<file path="config.mk">
export PLATFORM = sky130hd
export DESIGN_NAME = cmdFrameTx
export DESIGN_NICKNAME = d
export VERILOG_FILES = /design/src/rtl/cftx_pkg.sv /design/src/rtl/cftx_rate.sv /design/src/rtl/cftx_datapath.sv /design/src/rtl/cftx_ctrl.sv /design/src/rtl/cmdFrameTx.sv
export SDC_FILE = /design/constraint.sdc
export NUM_CORES = 1
export LEC_CHECK = 0
export BUFFER_PORTS_ARGS = -buffer_cell sky130_fd_sc_hd__clkbuf_2
export CAP_MARGIN = 10
export CORE_MARGIN = 1.5
export CORE_UTILIZATION = 55
export CTS_CLUSTER_DIAMETER = 50
export DETAILED_ROUTE_END_ITERATION = 7
export PLACE_DENSITY = 0.86
export SYNTH_ARGS = -nofsm -noshare
export SYNTH_HDL_FRONTEND = slang
export SYNTH_SLANG_ARGS = --single-unit
export TNS_END_PERCENT = 1
</file>
<file path="constraint.sdc">
create_clock -name clk -period 4.5 [get_ports clk]
set_clock_uncertainty 0.2 [all_clocks]
set_input_delay 0.225 -clock clk [delete_from_list [all_inputs] [get_ports clk]]
set_output_delay 0.225 -clock clk [all_outputs]
set_load 0.1 [all_outputs]
</file>
<file path="src/rtl/cftx_pkg.sv">
package cftx_pkg;

  localparam int unsigned NS_PER_SEC   = 1_000_000_000;
  localparam int unsigned SLOWEST_BAUD = 300;
  localparam int unsigned FRAME_BYTES  = 8;
  localparam int unsigned SLOT_BITS    = 10;
  localparam int unsigned SEL_W        = $clog2(FRAME_BYTES);
  localparam int unsigned SLOT_W       = $clog2(SLOT_BITS);

  localparam logic [7:0] SYNC_FIRST  = 8'h0F;
  localparam logic [7:0] SYNC_SECOND = 8'hAB;
  localparam logic [7:0] TRAILER     = 8'hA5;

  // Rate code to baud; unused codes fall back to 9600
  function automatic int unsigned baudOf(input logic [2:0] code);
    case (code)
      3'd0:    baudOf = 300;
      3'd1:    baudOf = 1200;
      3'd2:    baudOf = 2400;
      3'd3:    baudOf = 9600;
      3'd4:    baudOf = 19200;
      3'd5:    baudOf = 115200;
      default: baudOf = 9600;
    endcase
  endfunction

  typedef enum logic {ST_IDLE, ST_SEND} txState_t;

  // Strobes from control to datapath
  typedef struct packed {
    logic             capture;   // accept a frame, load byte 0
    logic             shiftBit;  // advance to the next bit of a byte
    logic             nextByte;  // load the byte named by byteSel
    logic             finish;    // last stop bit ended
    logic [SEL_W-1:0] byteSel;
  } cftxStrobes_t;

endpackage

</file>
<file path="src/rtl/cftx_rate.sv">
module cftx_rate
  import cftx_pkg::*;
#(
  parameter int unsigned CLK_PERIOD_NS = 20,
  parameter int unsigned CNT_W         = 18
) (
  input  logic [2:0]       rateCode,
  output logic [CNT_W-1:0] bitLen
);

  localparam int unsigned CODES = 8;

  logic [CNT_W-1:0] lenTable [CODES];

  for (genvar i = 0; i < CODES; i++) begin : g_len
    localparam int unsigned CYC = NS_PER_SEC / baudOf(3'(i)) / CLK_PERIOD_NS;
    assign lenTable[i] = CNT_W'(CYC);
  end

  assign bitLen = lenTable[rateCode];

endmodule

</file>
<file path="src/rtl/cftx_datapath.sv">
module cftx_datapath
  import cftx_pkg::*;
#(
  parameter int unsigned CLK_PERIOD_NS = 20,
  parameter int unsigned CNT_W         = 18
) (
  input  logic         clk,
  input  logic         rstN,
  input  cftxStrobes_t stb,
  input  logic         busy,
  input  logic [31:0]  periodIn,
  input  logic [7:0]   patternIn,
  input  logic [2:0]   rateIn,
  output logic         bitEnd,
  output logic         txLine
);

  logic [31:0]      periodReg;
  logic [7:0]       patternReg;
  logic [CNT_W-1:0] bitLenReg;
  logic [CNT_W-1:0] bitLenNew;
  logic [CNT_W-1:0] bitCnt;
  logic [8:0]       shifter;   // {stop, data[7:0]} still to send
  logic             txReg;
  logic [7:0]       selByte;

  cftx_rate #(
    .CLK_PERIOD_NS(CLK_PERIOD_NS),
    .CNT_W        (CNT_W)
  ) u_rate (
    .rateCode(rateIn),
    .bitLen  (bitLenNew)
  );

  always_comb begin
    case (stb.byteSel)
      SEL_W'(0): selByte = SYNC_FIRST;
      SEL_W'(1): selByte = SYNC_SECOND;
      SEL_W'(2): selByte = periodReg[31:24];
      SEL_W'(3): selByte = periodReg[23:16];
      SEL_W'(4): selByte = periodReg[15:8];
      SEL_W'(5): selByte = periodReg[7:0];
      SEL_W'(6): selByte = patternReg;
      default:   selByte = TRAILER;
    endcase
  end

  always_ff @(posedge clk or negedge rstN) begin
    if (!rstN) begin
      periodReg  <= '0;
      patternReg <= '0;
      bitLenReg  <= '0;
    end else if (stb.capture) begin
      periodReg  <= periodIn;
      patternReg <= patternIn;
      bitLenReg  <= bitLenNew;
    end
  end

  always_ff @(posedge clk or negedge rstN) begin
    if (!rstN)
      bitCnt <= '0;
    else if (!busy || stb.capture || stb.shiftBit || stb.nextByte)
      bitCnt <= '0;
    else
      bitCnt <= bitCnt + CNT_W'(1);
  end

  assign bitEnd = busy && (bitCnt == bitLenReg - CNT_W'(1));

  always_ff @(posedge clk or negedge rstN) begin
    if (!rstN) begin
      shifter <= '1;
      txReg   <= 1'b1;
    end else if (stb.capture || stb.nextByte) begin
      shifter <= {1'b1, selByte};
      txReg   <= 1'b0;
    end else if (stb.shiftBit) begin
      shifter <= {1'b1, shifter[8:1]};
      txReg   <= shifter[0];
    end else if (stb.finish) begin
      txReg   <= 1'b1;
    end
  end

  assign txLine = txReg;

endmodule

</file>
<file path="src/rtl/cftx_ctrl.sv">
module cftx_ctrl
  import cftx_pkg::*;
(
  input  logic         clk,
  input  logic         rstN,
  input  logic         startIn,
  input  logic         bitEnd,
  output cftxStrobes_t stb,
  output logic         busy,
  output logic         done
);

  localparam logic [SLOT_W-1:0] LAST_BIT  = SLOT_W'(SLOT_BITS - 1);
  localparam logic [SEL_W-1:0]  LAST_BYTE = SEL_W'(FRAME_BYTES - 1);

  txState_t          state;
  logic [SLOT_W-1:0] bitIdx;
  logic [SEL_W-1:0]  byteIdx;

  always_comb begin
    stb = '0;
    if (state == ST_IDLE) begin
      if (startIn) begin
        stb.capture = 1'b1;
        stb.byteSel = '0;
      end
    end else if (bitEnd) begin
      if (bitIdx != LAST_BIT) begin
        stb.shiftBit = 1'b1;
      end else if (byteIdx != LAST_BYTE) begin
        stb.nextByte = 1'b1;
        stb.byteSel  = byteIdx + SEL_W'(1);
      end else begin
        stb.finish = 1'b1;
      end
    end
  end

  always_ff @(posedge clk or negedge rstN) begin
    if (!rstN) begin
      state   <= ST_IDLE;
      bitIdx  <= '0;
      byteIdx <= '0;
      done    <= 1'b0;
    end else begin
      done <= stb.finish;
      if (stb.capture) begin
        state   <= ST_SEND;
        bitIdx  <= '0;
        byteIdx <= '0;
      end else if (stb.shiftBit) begin
        bitIdx  <= bitIdx + SLOT_W'(1);
      end else if (stb.nextByte) begin
        bitIdx  <= '0;
        byteIdx <= byteIdx + SEL_W'(1);
      end else if (stb.finish) begin
        state   <= ST_IDLE;
      end
    end
  end

  assign busy = (state == ST_SEND);

endmodule

</file>
<file path="src/rtl/cmdFrameTx.sv">
module cmdFrameTx
  import cftx_pkg::*;
#(
  parameter int unsigned CLK_PERIOD_NS = 20
) (
  input  logic        clk,
  input  logic        rstN,
  input  logic        startIn,
  input  logic [31:0] periodIn,
  input  logic [7:0]  patternIn,
  input  logic [2:0]  rateIn,
  output logic        txLine,
  output logic        busy,
  output logic        done
);

  localparam int unsigned MAX_BIT_CYC = NS_PER_SEC / SLOWEST_BAUD / CLK_PERIOD_NS;
  localparam int unsigned CNT_W       = $clog2(MAX_BIT_CYC + 1);

  cftxStrobes_t stb;
  logic         bitEnd;

  cftx_ctrl u_ctrl (
    .clk    (clk),
    .rstN   (rstN),
    .startIn(startIn),
    .bitEnd (bitEnd),
    .stb    (stb),
    .busy   (busy),
    .done   (done)
  );

  cftx_datapath #(
    .CLK_PERIOD_NS(CLK_PERIOD_NS),
    .CNT_W        (CNT_W)
  ) u_dp (
    .clk      (clk),
    .rstN     (rstN),
    .stb      (stb),
    .busy     (busy),
    .periodIn (periodIn),
    .patternIn(patternIn),
    .rateIn   (rateIn),
    .bitEnd   (bitEnd),
    .txLine   (txLine)
  );

endmodule

</file>
-- Word level (Yosys, flattened, before mapping)
Memory sizes are Yosys's and may differ from the RTL's. A register that Yosys moved wholly into a read port is not among the register bits.
Cells that the tools add are included.
W data, S select, Z words.
- flip-flop bits (word level): 77
- bits in latches: 0
- bits in writable memories: 0
- ROM bits: 144
- bits of input ports: 46
- output and inout bits: 3
- word-level logic and storage cells: 68
- memories kept: 1
- add/sub/neg operators: 4
- multiply operators: 0
- div/mod/pow operators: 0
- $lt $le $gt $ge: 0
- equal/unequal tests: 11
- shifts and indexed selects: 0
- muxes and demuxes: 27
- bitwise logic cells: 1
- reductions and logical operators: 15
- memory list (name ; words ; width ; read ports ; clocked after memory_dff ; write ports ; line ; text):
    (name not given) ; 8 ; 18 ; 1 ; 1 ; 0 ; cftx_rate.sv:20 ; assign bitLen = lenTable[rateCode];
- operators with widths (cell ; count):
    $pmux W8 S7 ; 1
    $add A18 B1 Y18 const B ; 1
    $eq A18 B18 Y1 ; 1
    $mux W18 ; 1
    $mux W3 ; 6
    $mux W9 ; 2
    $sub A18 B1 Y18 const B ; 1
    $mux W1 ; 12
    $mux W4 ; 3
    $eq A3 B3 Y1 const B ; 3
    $eq A3 B2 Y1 const B ; 2
    $mux W6 ; 1
    $reduce_bool A2 Y1 ; 3
    $reduce_bool A3 Y1 ; 2
    $mux W5 ; 1
    $add A4 B1 Y4 const B ; 1
    $logic_or A1 B1 Y1 ; 4
    $ne A2 B1 Y1 const B ; 2
    $ne A4 B4 Y1 const B ; 1
    $not A3 Y4 ; 1
    $add A3 B1 Y3 const B ; 1
    $eq A3 B1 Y1 const B ; 1
    $logic_not A3 Y1 ; 1
    $ne A3 B3 Y1 const B ; 1
    4 further kinds ; 5

-- Depth between registers and ports, before layout
Gate-level depths: netlist of the first run.
- depth after elaboration: 9
- gate-level depth with buffers: 13
- depth with buffers taken out: 10

-- Hierarchy
From an unflattened synthesis of the first run, not the netlist that was laid out.
- cells, all modules: 491
- area total of the unflattened synthesis: 5236.3 µm²
- modules (own cells, without submodules) (module ; times used ; cells an instance ; area an instance (µm²) ; sequential area each (µm²)):
    cftx_datapath ; 1 ; 416 ; 4495.6 ; 2138.3
    cftx_ctrl ; 1 ; 43 ; 508.0 ; 225.2
    cftx_rate ; 1 ; 32 ; 232.7 ; 0.0

-- Worst setup path after synthesis of the first run
OpenSTA, ideal clock, no wires.
- kind: flip-flop to flip-flop
- from: register u_dp.bitLenReg[14]
- to: register u_ctrl.bitIdx[2]
- setup time: 132 ps
- arrival time: 2958 ps
- required time: 4168 ps
- slack: 1210 ps
- cell stages (with the launch flop): 13
- buffers on the path: 2
- period minus slack after synthesis: 3290 ps
- path through: dfrtp_1 buf_2 inv_1 ha_1 or4b_4 nor4_1 xnor2_1 nand4b_4 nor4_4 nand2_4 buf_2 o211ai_1 o41ai_2
- word-level cells in the longest chain between the ends: 7
- elaborated cells on any way between the ends: 8
- those cells by class: 1 x add/sub; 1 x eq/ne; 4 x mux; 2 x reduce/logical
- RTL lines (element ; line ; text):
    from (decl) ; cftx_datapath.sv:20 ; logic [CNT_W-1:0] bitLenReg;
    $sub A18 B1 Y18 * ; cftx_datapath.sv:69 ; assign bitEnd = busy && (bitCnt == bitLenReg - CNT_W'(1));
    $eq A18 B18 Y1 * ; cftx_datapath.sv:69 ;
    $logic_and A1 B1 Y1 * ; cftx_datapath.sv:69 ;
    $mux W6 * ; cftx_ctrl.sv:27 ; end else if (bitEnd) begin
    $mux W3 * ; cftx_ctrl.sv:22 ; if (state == ST_IDLE) begin
    $mux W4 ; cftx_ctrl.sv:51 ; end else if (stb.shiftBit) begin
    $mux W4 ; cftx_ctrl.sv:47 ; if (stb.capture) begin
    to (signal assigned) ; cftx_ctrl.sv:52 ; bitIdx <= bitIdx + SLOT_W'(1);
    to (decl) ; cftx_ctrl.sv:17 ; logic [SLOT_W-1:0] bitIdx;
Mark *: on every way between the ends. The rest lies on a longest branch, timed or not.
A chain may end at the register's enable or synchronous reset.

-- Worst setup path after layout of the first run
- from: register u_dp.bitLenReg[14]
- to: register u_dp.bitCnt[7]
- word-level cells in the longest chain between the ends: 8
- RTL lines (element ; line ; text):
    $sub A18 B1 Y18 * ; cftx_datapath.sv:69 ;
    $eq A18 B18 Y1 * ; cftx_datapath.sv:69 ;
    $logic_and A1 B1 Y1 * ; cftx_datapath.sv:69 ;
    $mux W6 * ; cftx_ctrl.sv:27 ;
    $mux W3 * ; cftx_ctrl.sv:22 ;
    $logic_or A1 B1 Y1 ; cftx_datapath.sv:63 ; else if (!busy || stb.capture || stb.shiftBit || stb.nextByte)
    $logic_or A1 B1 Y1 * ; cftx_datapath.sv:63 ;
    $mux W18 * ; cftx_datapath.sv:63 ;
    to (signal assigned) ; cftx_datapath.sv:66 ; bitCnt <= bitCnt + CNT_W'(1);
    to (decl) ; cftx_datapath.sv:22 ; logic [CNT_W-1:0] bitCnt;
Marked as above.

==> results of run 1 <==
==> registers in the layout, indices dropped and copies added, names as in the netlist <==
| name | count |
|---|---|
| u_dp.periodReg | 32 |
| u_dp.bitCnt | 18 |
| u_dp.bitLenReg | 16 |
| u_dp.patternReg | 8 |
| u_dp.shifter | 8 |
| u_ctrl.bitIdx | 4 |
| u_ctrl.byteIdx | 3 |
| u_ctrl.busy | 1 |
| u_ctrl.done | 1 |
| u_dp.txLine | 1 |
==> metal layers <==
layer / global-route usage [%] / vias up
met5: 0 / -
met4: 11.2 / 0
met3: 5.43 / 30
met2: 45.6 / 150
met1: 35.1 / 2208
li1: - / 2167
==> worst max-delay path, delay by kind of cell (launching register included) <==
family	cells	cell delay [ns]
DFF	1	0.46
and+or+nand+nor	6	1.92
buffers and inverters	1	0.10
AOI/OAI and AO/OA	2	0.51
adders and majority gates	1	0.30
==> placed cells by master, fill, tap and decap left out, drive strengths merged, types with 12 or more instances in the layout <==
cell,n
a21oi,23
clkbuf,56
dfrtp,83
dlygate4sd3,41
ha,12
inv,18
nand2,184
nand3,24
nor2,44
nor3,12
o21ai,24
xnor2,16
xor2,17
==> power groups by stage <==
| stage | Combinational [uW] | Clock [uW] | Sequential [uW] |
|---|---|---|---|
| 6_report | 267 | 529 | 956 |
| 5_1_grt | 293 | 567 | 963 |
| 4_1_cts | 264 | 534 | 953 |
| 3_5_place_dp | 235 | 0 | 968 |
| 3_3_place_gp | 223 | 0 | 964 |
| 2_1_floorplan | 174 | 0 | 940 |
==> Yosys cell counts, types with 3 or more instances <==
cell type	number
o31ai_1	4
a31oi_1	3
nor2_1	44
buf_2	3
clkbuf_1	22
dfstp_2	9
o2111ai_1	3
a21oi_1	23
ha_1	12
nand2_1	181
o21ai_0	22
mux2_2	3
dfrtp_1	83
mux2i_1	8
inv_1	15
nand2b_1	4
nor3_1	11
a2bb2oi_1	4
a211oi_1	3
and3_1	10
xnor2_1	16
nand3b_1	5
a21o_1	5
nand4_1	4
nand3_1	23
buf_1	4
xor2_1	17
nor2b_1	10
==> metrics by stage <==
stage	hold slack [ns]	utilization, %	setup WS, ns
2_1_floorplan	-0.271	-	1.21
3_3_place_gp	0.0518	59.6	1.06
3_5_place_dp	0.0691	59.6	0.936
4_1_cts	0.00294	66.1	0.918
5_1_grt	0.0273	66.1	0.650
6_report	0.0114	66.1	0.907
==> cell type report <==
class,count,area share [%]
multi-input cells,461,44.0
well taps,111,2.30
clock inverters,7,0.951
inverters,15,0.931
flip-flops and latches,92,38.2
repair buffers,95,11.5
clock buffers,9,2.05
==> how the worst max path moves through the flow <==
stage / end / depth (start not counted) / start / slack, ns
2_1_floorplan: u_ctrl.bitIdx[2]$_DFFE_PN0P_ / 12 / u_dp.bitLenReg[14]$_DFFE_PN0P_ / 1.21
3_3_place_gp: u_dp.bitCnt[16]$_DFF_PN0_ / 10 / u_dp.bitLenReg[14]$_DFFE_PN0P_ / 1.06
3_5_place_dp: u_dp.bitCnt[7]$_DFF_PN0_ / 10 / u_dp.bitLenReg[14]$_DFFE_PN0P_ / 0.94
4_1_cts: u_dp.bitCnt[7]$_DFF_PN0_ / 10 / u_dp.bitLenReg[14]$_DFFE_PN0P_ / 0.92
5_1_grt: u_dp.bitCnt[13]$_DFF_PN0_ / 10 / u_dp.bitLenReg[14]$_DFFE_PN0P_ / 0.65
6_report: u_dp.bitCnt[7]$_DFF_PN0_ / 10 / u_dp.bitLenReg[14]$_DFFE_PN0P_ / 0.91
==> timing repair <==
item                                    in CTS  in global routing
setup buffers                                0                  0
hold buffers                                41                  0
hold endpoints to repair                    76                  0
endpoints found under the setup margin       0                  0
==> logic make-up after synthesis <==
logic type,after synthesis,share of synthesized area (%)
AO/OA/AOI/OAI,93,12.5
flip-flops,92,44.9
XOR/XNOR,33,5.61
multiplexers,11,2.21
adder cells (fa/ha/maj),12,2.91
buffers and inverters,46,3.64
AND/OR/NAND/NOR,312,28.3
==> impl_metrics.tcl, run 1 <==
set metrics [dict create \
    fill_cells 684 \
    gp_congestion 0.907 \
    drive_gt1_share_pct 14.9 \
    yosys.area.top_type "dfrtp_1" \
    p_total_uw 1750 \
    critPathKind "reg2reg" \
    rows 35 \
    cap_violations 0 \
    ys.flop_type "dfrtp_1" \
    synth_seq_area_share_pct 44.9 \
    setup_violations 0 \
    hold_depth 3 \
    drv_slew 0 \
    syn-num-nets 657 \
    grt_setup_unrepaired "false" \
    die_h_um 99.8 \
    clkTransAtPathRegs_ns 0.09 \
    worst_pin_slew_ns 0.668 \
    met2_length_um 6140 \
    syn_inst 599 \
    io_pins 49 \
    yosys-top-cells-area "dfrtp_1 (40%), nand2_1 (13%), dfstp_2 (4.6%), nor2_1 (3.2%), ha_1 (2.9%)" \
    slowest_stage "nor4_4" \
    clk_latency_ns 0.38 \
    ir_worst_vdd_uv 192 \
    cpMostUsedCell "nand2_2" \
    wl_met1_um 5460 \
    nets 732 \
    critical_path.cell_chain "inv_1, ha_1, nor4b_2, nand3b_1, a41oi_1, o2111ai_1, nor4_4, nand2_2, nand2_2, nor2_1" \
    start_util_pct 56.3 \
    first_iter_violations 275 \
    met3_length_um 702 \
    antenna_cells 0 \
    worstRegToRegCells 10 \
    clock_power_share_pct 30.2 \
    stdcell_area_um2 6050 \
    dpl_cell_area_um2 5460 \
    critPathArrivalTime_ns 3.65 \
    finalNonFillerCells 790 \
    pwr_density_cell_nw_per_um2 289 \
    register_area_um2 2310 \
    timing.fmax_mhz 278 \
    cp_max_fo 17 \
    vias 4555 \
    cts_tree "built" \
    fin_crit_ns 3.59 \
    synth_top_area_share_pct 40.3 \
    hp-start "rateIn[1]" \
    hold_viol 0 \
    vias_per_cell 5.77 \
    reg2reg_from "u_dp.bitLenReg[14]$_DFFE_PN0P_" \
    setup_tns_ns 0 \
    grt_pass1_wl_um 21500 \
    max_slew_margin_pct 55.5 \
    reg2reg_setup_slack_ns 0.91 \
    p_seq_share_pct 54.6 \
    pwr-share-comb_pct 15.2 \
    power.leakage_uw 0.00295 \
    wl_per_cell_um 16.0 \
    holdPathEnd "u_dp.bitLenReg[12]$_DFFE_PN0P_" \
    p_sw_share_pct 30.1 \
    async_flop_share_pct 100 \
    topRoutingLayerUsed "met4" \
    power.switching_uw 528 \
    cp-start-kind "flop" \
    endpoint_kind "flop" \
    ctsResizeCount 0 \
    die_w_um 99.8 \
    r2r-end "u_dp.bitCnt[7]$_DFF_PN0_" \
    grt.overflow.total 0 \
    die_area_um2 9960 \
    ant_nets 0 \
    cts_buffer_depth 2 \
    ctsRootBufferMaster "clkbuf_8" \
    synth_warnings 0 \
    cts_buffers 9 \
    ys_seq_elements 92 \
    multiInputGateArea_um2 2660 \
    placed_cells 733 \
    wl_um 12600 \
    grt_antenna_before_repair 0 \
    port_buffers 48 \
    p_int_uw 1220 \
    htreeDepth 3 \
    slowest_delay_ns 0.58 \
    hpwlAfterDp_um 8200 \
    drc_errors 0 \
    grt_pass1_vias 4595 \
    syn2layout_area_growth_pct 17.4 \
    core_area_um2 9150 \
    hold_class "in2reg" \
    syn_area_per_cell_um2 8.60 \
    outcome "finished, final reports clean" \
    synth_edf_count 0 \
    grt_start_max_net_pins 67 \
    cts_sinks 92 \
    netlist_area_um2 5150 \
    cp.required_ns 4.56 \
    period_share_pct 79.8 \
    drtPass1Iterations 6 \
    synth.distinct_cells 64 \
    grt.total_usage_pct 27.3 \
]
Power figures use the tool's default switching activity.
==> run 2: changes to the inputs <==
==> constraint.sdc (replaced) <==
create_clock -name clk -period 3.6 [get_ports clk]
set_clock_uncertainty 0.2 [all_clocks]
set_input_delay 0.18 -clock clk [delete_from_list [all_inputs] [get_ports clk]]
set_output_delay 0.18 -clock clk [all_outputs]
set_load 0.1 [all_outputs]
==> run 2 against run 1 <==
  * Register-to-register slack got worse by 0.61 ns
  * Combinational power increased by 24%
  * First-iteration DRC count increased by 20%
  * Cell count increased by 0.38%
  * Largest power group unchanged
  * Highest routed layer unchanged
==> impl_metrics.tcl, run 2 (same netlist as run 1, synthesis figures left out) <==
set metrics [dict create \
    max_slew_margin_pct 29.9 \
    cts_buffers 9 \
    cpMostUsedCell "nand2_2" \
    cts_buffer_depth 2 \
    cts_sinks 92 \
    drc_errors 0 \
    grt.total_usage_pct 27.6 \
    period_share_pct 91.7 \
    worst_pin_slew_ns 1.05 \
    nets 735 \
    antenna_cells 0 \
    fin_crit_ns 3.30 \
    die_w_um 99.8 \
    critical_path.cell_chain "inv_1, ha_1, or4b_4, nor4_1, xnor2_1, nand4b_4, nor4_4, buf_4, nand2_2, nand2_2, nor2_1" \
    ant_nets 0 \
    drv_slew 0 \
    multiInputGateArea_um2 2660 \
    setup_tns_ns 0 \
    grt_antenna_before_repair 0 \
    register_area_um2 2310 \
    core_area_um2 9150 \
    ir_worst_vdd_uv 217 \
    slowest_stage "or4b_4" \
    hpwlAfterDp_um 8050 \
    grt_setup_unrepaired "false" \
    cp_max_fo 17 \
    final_core_util_pct 66.9 \
    critPathArrivalTime_ns 3.34 \
    vias_per_cell 5.81 \
    cts_setup_buffers 0 \
    wl_per_cell_um 16.4 \
    top_register "u_dp.periodReg" \
    fill_cells 666 \
    layout_commonest_cell "nand2_1" \
    cap_violations 0 \
    setup_violations 0 \
    wl_um 13000 \
    rows 35 \
    die_h_um 99.8 \
    cts_tree "built" \
    first_iter_violations 329 \
    start_util_pct 56.3 \
    syn2layout_area_growth_pct 18.9 \
    outcome "finished, final reports clean" \
    ctsRootBufferMaster "clkbuf_8" \
    drtPass1Iterations 6 \
    drive_gt1_share_pct 15.1 \
    cp_top_family "simple AND/OR/NAND/NOR gates" \
    grt.overflow.total 0 \
    timing.fmax_mhz 303 \
    hold_viol 0 \
    hold_class "in2reg" \
    power.leakage_uw 0.00299 \
    largest_register_ffs 32 \
    pwr_density_cell_nw_per_um2 382 \
    cp-start-kind "flop" \
    port_buffers 48 \
    clkTransAtPathRegs_ns 0.10 \
    endpoint_kind "flop" \
    gp_congestion 0.964 \
    htreeDepth 3 \
    grt_pass1_vias 4531 \
    cp.required_ns 3.64 \
    timing.hold.ws_ns 0.0201 \
    critPathKind "reg2reg" \
    die_area_um2 9960 \
    clk_latency_ns 0.37 \
    grt_pass1_wl_um 21800 \
    final_cell_mix "nand2_1 (180), dfrtp_1 (83), clkbuf_2 (47), nor2_1 (44), dlygate4sd3_1 (42)" \
    vias 4608 \
    cp_num_buf_inv 2 \
    top_regs "u_dp.periodReg x32, u_dp.bitCnt x18, u_dp.bitLenReg x16" \
    slowest_delay_ns 0.51 \
    grt_start_max_net_pins 86 \
    io_pins 49 \
]
[run 2: changes by cell type in the layout (fill, tap and decap cells not counted), sizes merged]
cell,before,now
clkinv,2,1
buf,7,9
bufinv,0,2
inv,18,16
dlygate4sd3,41,42
clkbuf,56,57
[run 2: worst paths after layout]
| kind | from | to | slack (ns) | depth (start not counted) |
|---|---|---|---|---|
| worst max register to register | u_dp.bitLenReg[14]$_DFFE_PN0P_ | u_dp.bitCnt[16]$_DFF_PN0_ | 0.30 | 11 |
| max in group asynchronous | rstN | u_dp.bitLenReg[11]$_DFFE_PN0P_ | 2.18 | 2 |
| worst min-delay path | rateIn[2] | u_dp.bitLenReg[2]$_DFFE_PN0P_ | 0.02 | 3 |
| worst max-delay path | u_dp.bitLenReg[14]$_DFFE_PN0P_ | u_dp.bitCnt[16]$_DFF_PN0_ | 0.30 | 11 |
| worst min register to register | u_dp.periodReg[2]$_DFFE_PN0P_ | u_dp.periodReg[2]$_DFFE_PN0P_ | 0.29 | 2 |
| min in group asynchronous | rstN | u_dp.bitCnt[9]$_DFF_PN0_ | 0.31 | 2 |
[run 2: area by class of cell]
| type | count | area share, % |
|---|---|---|
| multi-input combinational | 461 | 43.4 |
| sequential | 92 | 37.8 |
| timing repair buffer | 98 | 11.8 |
| tap | 111 | 2.27 |
| clock buffer | 10 | 2.25 |
| clock inverter | 6 | 1.55 |
| inverter | 15 | 0.919 |
[run 2: routing by layer]
metal | vias up | track usage [%] | routed length (um) | share of wire [%]
met5 | - | 0 | 0 | 0
met4 | 0 | 11.4 | 327 | 2.5
met3 | 35 | 3.41 | 708 | 5.4
met2 | 196 | 45.7 | 6420 | 49
met1 | 2195 | 37.2 | 5550 | 43
li1 | 2182 | - | - | -
[run 2: through the flow]
step	instances	total power, uW	area, um^2	setup WS, ns
finish	793	2340	6130	0.298
global route	793	2430	6130	0.00120
CTS	793	2330	6130	0.285
detailed placement	735	1500	5470	0.313
global placement	735	1490	5470	0.375
floorplan	599	1390	5150	0.310
[run 2: timing repair]
action / 4_1_cts / 5_1_grt
hold endpoints to repair: 116 / 0
resized for setup: 0 / 0
hold buffers: 42 / 0
[run 2: power breakdown]
group	switching, uW	internal (uW)
Sequential	90.0	1100
Combinational	166	167
Clock	396	416
[run 2: worst register-to-register path, cell delays in order, from the launching register on]
cell and delay (ns):
dfrtp_1 0.46, inv_1 0.10, ha_1 0.28, or4b_4 0.51
nor4_1 0.24, xnor2_1 0.22, nand4b_4 0.14, nor4_4 0.25
buf_4 0.21, nand2_2 0.15, nand2_2 0.30, nor2_1 0.09
